===== src/rtl/excl_monitor_pkg.sv =====
package excl_monitor_pkg;
  typedef struct packed {
    logic loadTag;   // capture the load granule
    logic setValid;  // reservation becomes live
    logic dropValid; // reservation is discarded
  } monStrobes_t;
endpackage


===== src/rtl/excl_monitor_dp.sv =====
module excl_monitor_dp
  import excl_monitor_pkg::*;
#(
  parameter int ADDR_W       = 32,
  parameter int GRANULE_LOG2 = 6
) (
  input  logic              clk,
  input  logic              rstN,
  input  monStrobes_t       strobes,
  input  logic [ADDR_W-1:0] ldExAddr,
  input  logic [ADDR_W-1:0] stExAddr,
  input  logic [ADDR_W-1:0] snoopWrAddr,
  output logic              stHit,
  output logic              snoopHit,
  output logic              ldSnoopHit
);
  localparam int TAG_W = ADDR_W - GRANULE_LOG2;

  logic [TAG_W-1:0] resTag;
  logic [TAG_W-1:0] ldTag, stTag, snTag;

  assign ldTag = ldExAddr[ADDR_W-1:GRANULE_LOG2];
  assign stTag = stExAddr[ADDR_W-1:GRANULE_LOG2];
  assign snTag = snoopWrAddr[ADDR_W-1:GRANULE_LOG2];

  always_ff @(posedge clk) begin
    if (!rstN)                resTag <= '0;
    else if (strobes.loadTag) resTag <= ldTag;
  end

  assign stHit      = (stTag == resTag);
  assign snoopHit   = (snTag == resTag);
  assign ldSnoopHit = (snTag == ldTag);
endmodule


===== src/rtl/excl_monitor_ctrl.sv =====
module excl_monitor_ctrl
  import excl_monitor_pkg::*;
(
  input  logic        clk,
  input  logic        rstN,
  input  logic        ldExValid,
  input  logic        stExValid,
  input  logic        snoopWrValid,
  input  logic        clearRes,
  input  logic        stHit,
  input  logic        snoopHit,
  input  logic        ldSnoopHit,
  output monStrobes_t strobes,
  output logic        commitEn,
  output logic        stStatus,
  output logic        stStatusValid
);
  logic resValid;
  logic granuleDirty;

  assign granuleDirty  = snoopWrValid && snoopHit;
  assign commitEn      = stExValid && resValid && stHit && !granuleDirty;
  assign stStatus      = stExValid && !commitEn;
  assign stStatusValid = stExValid;

  always_comb begin
    strobes = '0;
    if (clearRes) begin
      strobes.dropValid = 1'b1;
    end else if (ldExValid) begin
      strobes.loadTag = 1'b1;
      if (snoopWrValid && ldSnoopHit) strobes.dropValid = 1'b1;
      else                            strobes.setValid  = 1'b1;
    end else if (stExValid || granuleDirty) begin
      strobes.dropValid = 1'b1;
    end
  end

  always_ff @(posedge clk) begin
    if (!rstN)                  resValid <= 1'b0;
    else if (strobes.dropValid) resValid <= 1'b0;
    else if (strobes.setValid)  resValid <= 1'b1;
  end
endmodule


===== src/rtl/excl_monitor.sv =====
module excl_monitor
  import excl_monitor_pkg::*;
#(
  parameter int ADDR_W       = 32,
  parameter int GRANULE_LOG2 = 6
) (
  input  logic              clk,
  input  logic              rstN,
  input  logic              ldExValid,
  input  logic [ADDR_W-1:0] ldExAddr,
  input  logic              stExValid,
  input  logic [ADDR_W-1:0] stExAddr,
  input  logic              snoopWrValid,
  input  logic [ADDR_W-1:0] snoopWrAddr,
  input  logic              clearRes,
  output logic              commitEn,
  output logic              stStatus,
  output logic              stStatusValid
);
  monStrobes_t strobes;
  logic stHit, snoopHit, ldSnoopHit;

  excl_monitor_dp #(.ADDR_W(ADDR_W), .GRANULE_LOG2(GRANULE_LOG2)) i_dp (
    .clk(clk), .rstN(rstN), .strobes(strobes),
    .ldExAddr(ldExAddr), .stExAddr(stExAddr), .snoopWrAddr(snoopWrAddr),
    .stHit(stHit), .snoopHit(snoopHit), .ldSnoopHit(ldSnoopHit)
  );

  excl_monitor_ctrl i_ctrl (
    .clk(clk), .rstN(rstN), .ldExValid(ldExValid), .stExValid(stExValid),
    .snoopWrValid(snoopWrValid), .clearRes(clearRes),
    .stHit(stHit), .snoopHit(snoopHit), .ldSnoopHit(ldSnoopHit),
    .strobes(strobes), .commitEn(commitEn), .stStatus(stStatus),
    .stStatusValid(stStatusValid)
  );
endmodule


===== config.mk =====
export PLATFORM = sky130hd
export DESIGN_NAME = excl_monitor
export DESIGN_NICKNAME = d
export VERILOG_FILES = /design/src/rtl/excl_monitor_pkg.sv /design/src/rtl/excl_monitor_dp.sv /design/src/rtl/excl_monitor_ctrl.sv /design/src/rtl/excl_monitor.sv
export SDC_FILE = /design/constraint.sdc
export NUM_CORES = 1
export LEC_CHECK = 0
export BUFFER_PORTS_ARGS = -buffer_cell sky130_fd_sc_hd__buf_4
export CAP_MARGIN = 40
export CORE_MARGIN = 1
export CORE_UTILIZATION = 40
export CTS_BUF_LIST = sky130_fd_sc_hd__clkbuf_16
export DETAILED_ROUTE_END_ITERATION = 8
export PLACE_DENSITY = 0.73
export SYNTH_ARGS = -nofsm -noshare
export SYNTH_HDL_FRONTEND = slang
export SYNTH_SLANG_ARGS = --single-unit
export TNS_END_PERCENT = 5

===== constraint.sdc =====
create_clock -name clk -period 2.9 [get_ports clk]
set_clock_uncertainty 0.2 [all_clocks]
set_input_delay 0.29 -clock clk [delete_from_list [all_inputs] [get_ports clk]]
set_output_delay 0.29 -clock clk [all_outputs]
set_load 0.01 [all_outputs]

==> impl_results.rst <==
.. list-table::
   :header-rows: 1

   * - Metric
     - Value
   * - Slew Limit Headroom
     - 0.691
   * - Maximum root-to-sink buffer count
     - 2
   * - Number of diodes added for antenna fixing
     - 0
   * - Share of layout cells above drive strength 1
     - 0.301
   * - Leakage
     - 1.07 nW
   * - Routed wire per std cell
     - 14.9 um
   * - Highest Clock Rate
     - roughly 390 MHz
   * - Global placement routability congestion
     - ~0.84
   * - Finish-stage setup viols
     - 0
   * - Data required time at the worst endpoint
     - 2.41 ns
   * - Antenna violations before repair
     - 0
   * - Via count of the first global-routing pass
     - 1800
   * - CTS Root Buffer Type
     - clkbuf_16
   * - CTS resizes
     - 0
   * - Area of the mapped netlist
     - around 0.0019 mm2
   * - Endpoint arrival time on the critical path
     - just over 2 ns
   * - Register area share after synthesis
     - 0.288
   * - Final HPWL DP
     - 4.37 mm
   * - Max-cap check violation count
     - 0
   * - Worst Path Class, Setup
     - flip-flop to output port
   * - Count of hold buffers inserted by post-cts repair
     - 0
   * - Instance count of the mapped netlist
     - approximately 230
   * - RSZ-0062 raised after global routing
     - no
   * - Final Critical Period
     - between 2 and 3 ns
   * - Initial cell density of the core
     - 0.423
   * - Overall die area
     - around 0.0050 mm2
   * - Setup tns final
     - 0 ns
   * - Top-area cell type share of the netlist area
     - 0.288
   * - Die H
     - approximately 71 um
   * - Post-CTS repair timing setup buffer count
     - 0
   * - Standard cell area after detailed placement
     - between 0.002 and 0.003 mm2
   * - DR iter-0 viols
     - roughly 140
   * - Post-route fraction of the period consumed by the critical path
     - 0.876
   * - Most used flip-flop cell after synthesis
     - dfxtp_1
   * - Core area
     - 0.00444 mm2
   * - Violations in the final reports
     - DRC
   * - Final nets
     - just over 400
   * - Top post-synthesis cells by count
     - xnor2_1, nand2_1, dfxtp_1
   * - Number of I/O pins
     - between 100 and 150
   * - Synth Area per Inst
     - just over 8 um2
   * - Summed area of non-filler cells in the final layout
     - 0.00266 mm2
   * - CTS buffer count
     - 3
   * - Number of port buffers
     - 86
   * - Residual DRC
     - 14
   * - Post-synth EDFFs
     - 0
   * - Level count of the clock H-tree
     - 1
   * - P per Cell Area
     - approximately 380 mW/mm2
   * - Source-to-sink clock delay at the later pin of the worst-skew pair
     - 0.26 ns
   * - Peak supply drop
     - 0.000219 V
   * - Largest fanout on the critical path
     - 3
   * - Post-Route WL
     - ~5.4 mm
   * - Worst slew pin tran
     - between 0.4 and 0.5 ns
   * - Register clock-pin slew on the reported worst setup and hold paths
     - 0.07 ns
   * - TritonCTS clock tree
     - done
   * - Startpoint Class
     - flip-flop
   * - GRT Total Usage
     - 0.221
   * - Main area contributors after synthesis
     - dfxtp_1, xnor2_1, a21boi_0
   * - Filler Cells Inserted
     - approximately 420
   * - Vias per Instance
     - 5.04
   * - Gr ovfl total
     - 0
   * - Outcome
     - finished with violations
   * - Area delta synth->final
     - 41.3%
   * - Wire length of the first global-routing pass
     - between 8 and 9 mm
   * - Most area-hungry cell type in the Yosys netlist
     - dfxtp_1
   * - Pins Over Slew Limit
     - 0
   * - Number of nets produced by synthesis
     - 330
   * - Flop and latch count out of synthesis
     - 27
   * - Count of vias placed by the detailed router
     - ~1800
   * - Total power consumption of the routed design
     - approximately 1 mW
   * - Cell with the most instances after synthesis
     - xnor2_1
   * - Die width
     - between 70 and 80 um
   * - Pin count of the biggest net entering global routing
     - 28
   * - Total number of yosys warnings
     - 0
   * - Number of hold violations in the final report
     - 0
   * - DR pass1 iterations
     - 7
   * - Num rows
     - 24
   * - Distinct cell type count after synthesis
     - 20
   * - Ys async rst share
     - 0
   * - Class of the worst hold path
     - input port to flip-flop
   * - Routed Antenna Nets
     - 0
   * - Endpoint kind of the worst setup timing path
     - output port
   * - Clock net sink count
     - 27
## cells by family (layout without fill, tap and decap cells)
group	after synthesis	in the layout	share of synthesized area
DFF	27	27	0.288
and+or+nand+nor	83	83	0.203
buffers and inverters	9	93	0.0200
xor gates and xnor gates	78	78	0.364
AOI/OAI and AO/OA	31	31	0.126
## report_power, final
part / total (mW) / internal, mW / switching [mW]
Clock: 0.325 / 0.187 / 0.138
Combinational: 0.271 / 0.157 / 0.114
Sequential: 0.406 / 0.388 / 0.0186
## registers in the layout, summed over array words and instances, names as in the netlist
name	count
i_ctrl.resValid	1
i_dp.resTag	26
## path summary, 6_finish.rpt
| path | startpoint | end | slack, ns | cells past startpoint |
|---|---|---|---|---|
| setup / recovery | i_dp.resTag[20]$_SDFFE_PN0P_ | stStatus | 0.36 | 6 |
| hold reg to reg | i_ctrl.resValid$_SDFFE_PP0P_ | i_ctrl.resValid$_SDFFE_PP0P_ | 0.29 | 2 |
| hold / removal | ldExAddr[17] | i_dp.resTag[11]$_SDFFE_PN0P_ | 0.09 | 3 |
| setup reg to reg | i_dp.resTag[20]$_SDFFE_PN0P_ | i_ctrl.resValid$_SDFFE_PP0P_ | 1.12 | 5 |
## per-stage QoR
stage / setup slack, ns / utilization / hold WS, ns / instances
floorplan: 0.914 / - / 0.217 / 228
global placement: 0.630 / 0.579 / 0.273 / 360
detailed placement: 0.587 / 0.579 / 0.277 / 360
CTS: 0.364 / 0.597 / 0.0897 / 364
global route: 0.231 / 0.597 / 0.0898 / 364
finish: 0.361 / 0.597 / 0.0919 / 364
## per-layer routing
metal	up-vias	GRT usage	routed length, um	share of wire
li1	926	-	-	-
met4	0	0.0467	37	0.0068
met3	4	0.0313	363	0.067
met5	-	0	0	0
met1	839	0.304	2410	0.45
met2	64	0.372	2600	0.48
## layout by cell type (no fill, tap or decap), types with 3 or more instances in the layout
master and instances:
a21boi_0 26, buf_4 89, clkbuf_16 3, dfxtp_1 27
nand2_1 52, nand4_1 15, nor4_1 5, xnor2_1 56
xor2_1 22
## cell type report
cell class	count	area (um2)	share of cell area
clock buffer	3	75.1	0.0283
timing repair buffer	89	668	0.252
tap	52	65.1	0.0245
multi-input combinational	192	1300	0.490
sequential	27	541	0.204
clock inverter	1	5.00	0.00189
## critical path, cell delays in order (launching register included)
cell,delay (ns)
dfxtp_1,0.34
xnor2_1,0.21
nand4_1,0.12
or4_1,0.53
o21ai_0,0.28
o21a_1,0.19
buf_4,0.12
Note: power is estimated with default switching activity, not from simulation.
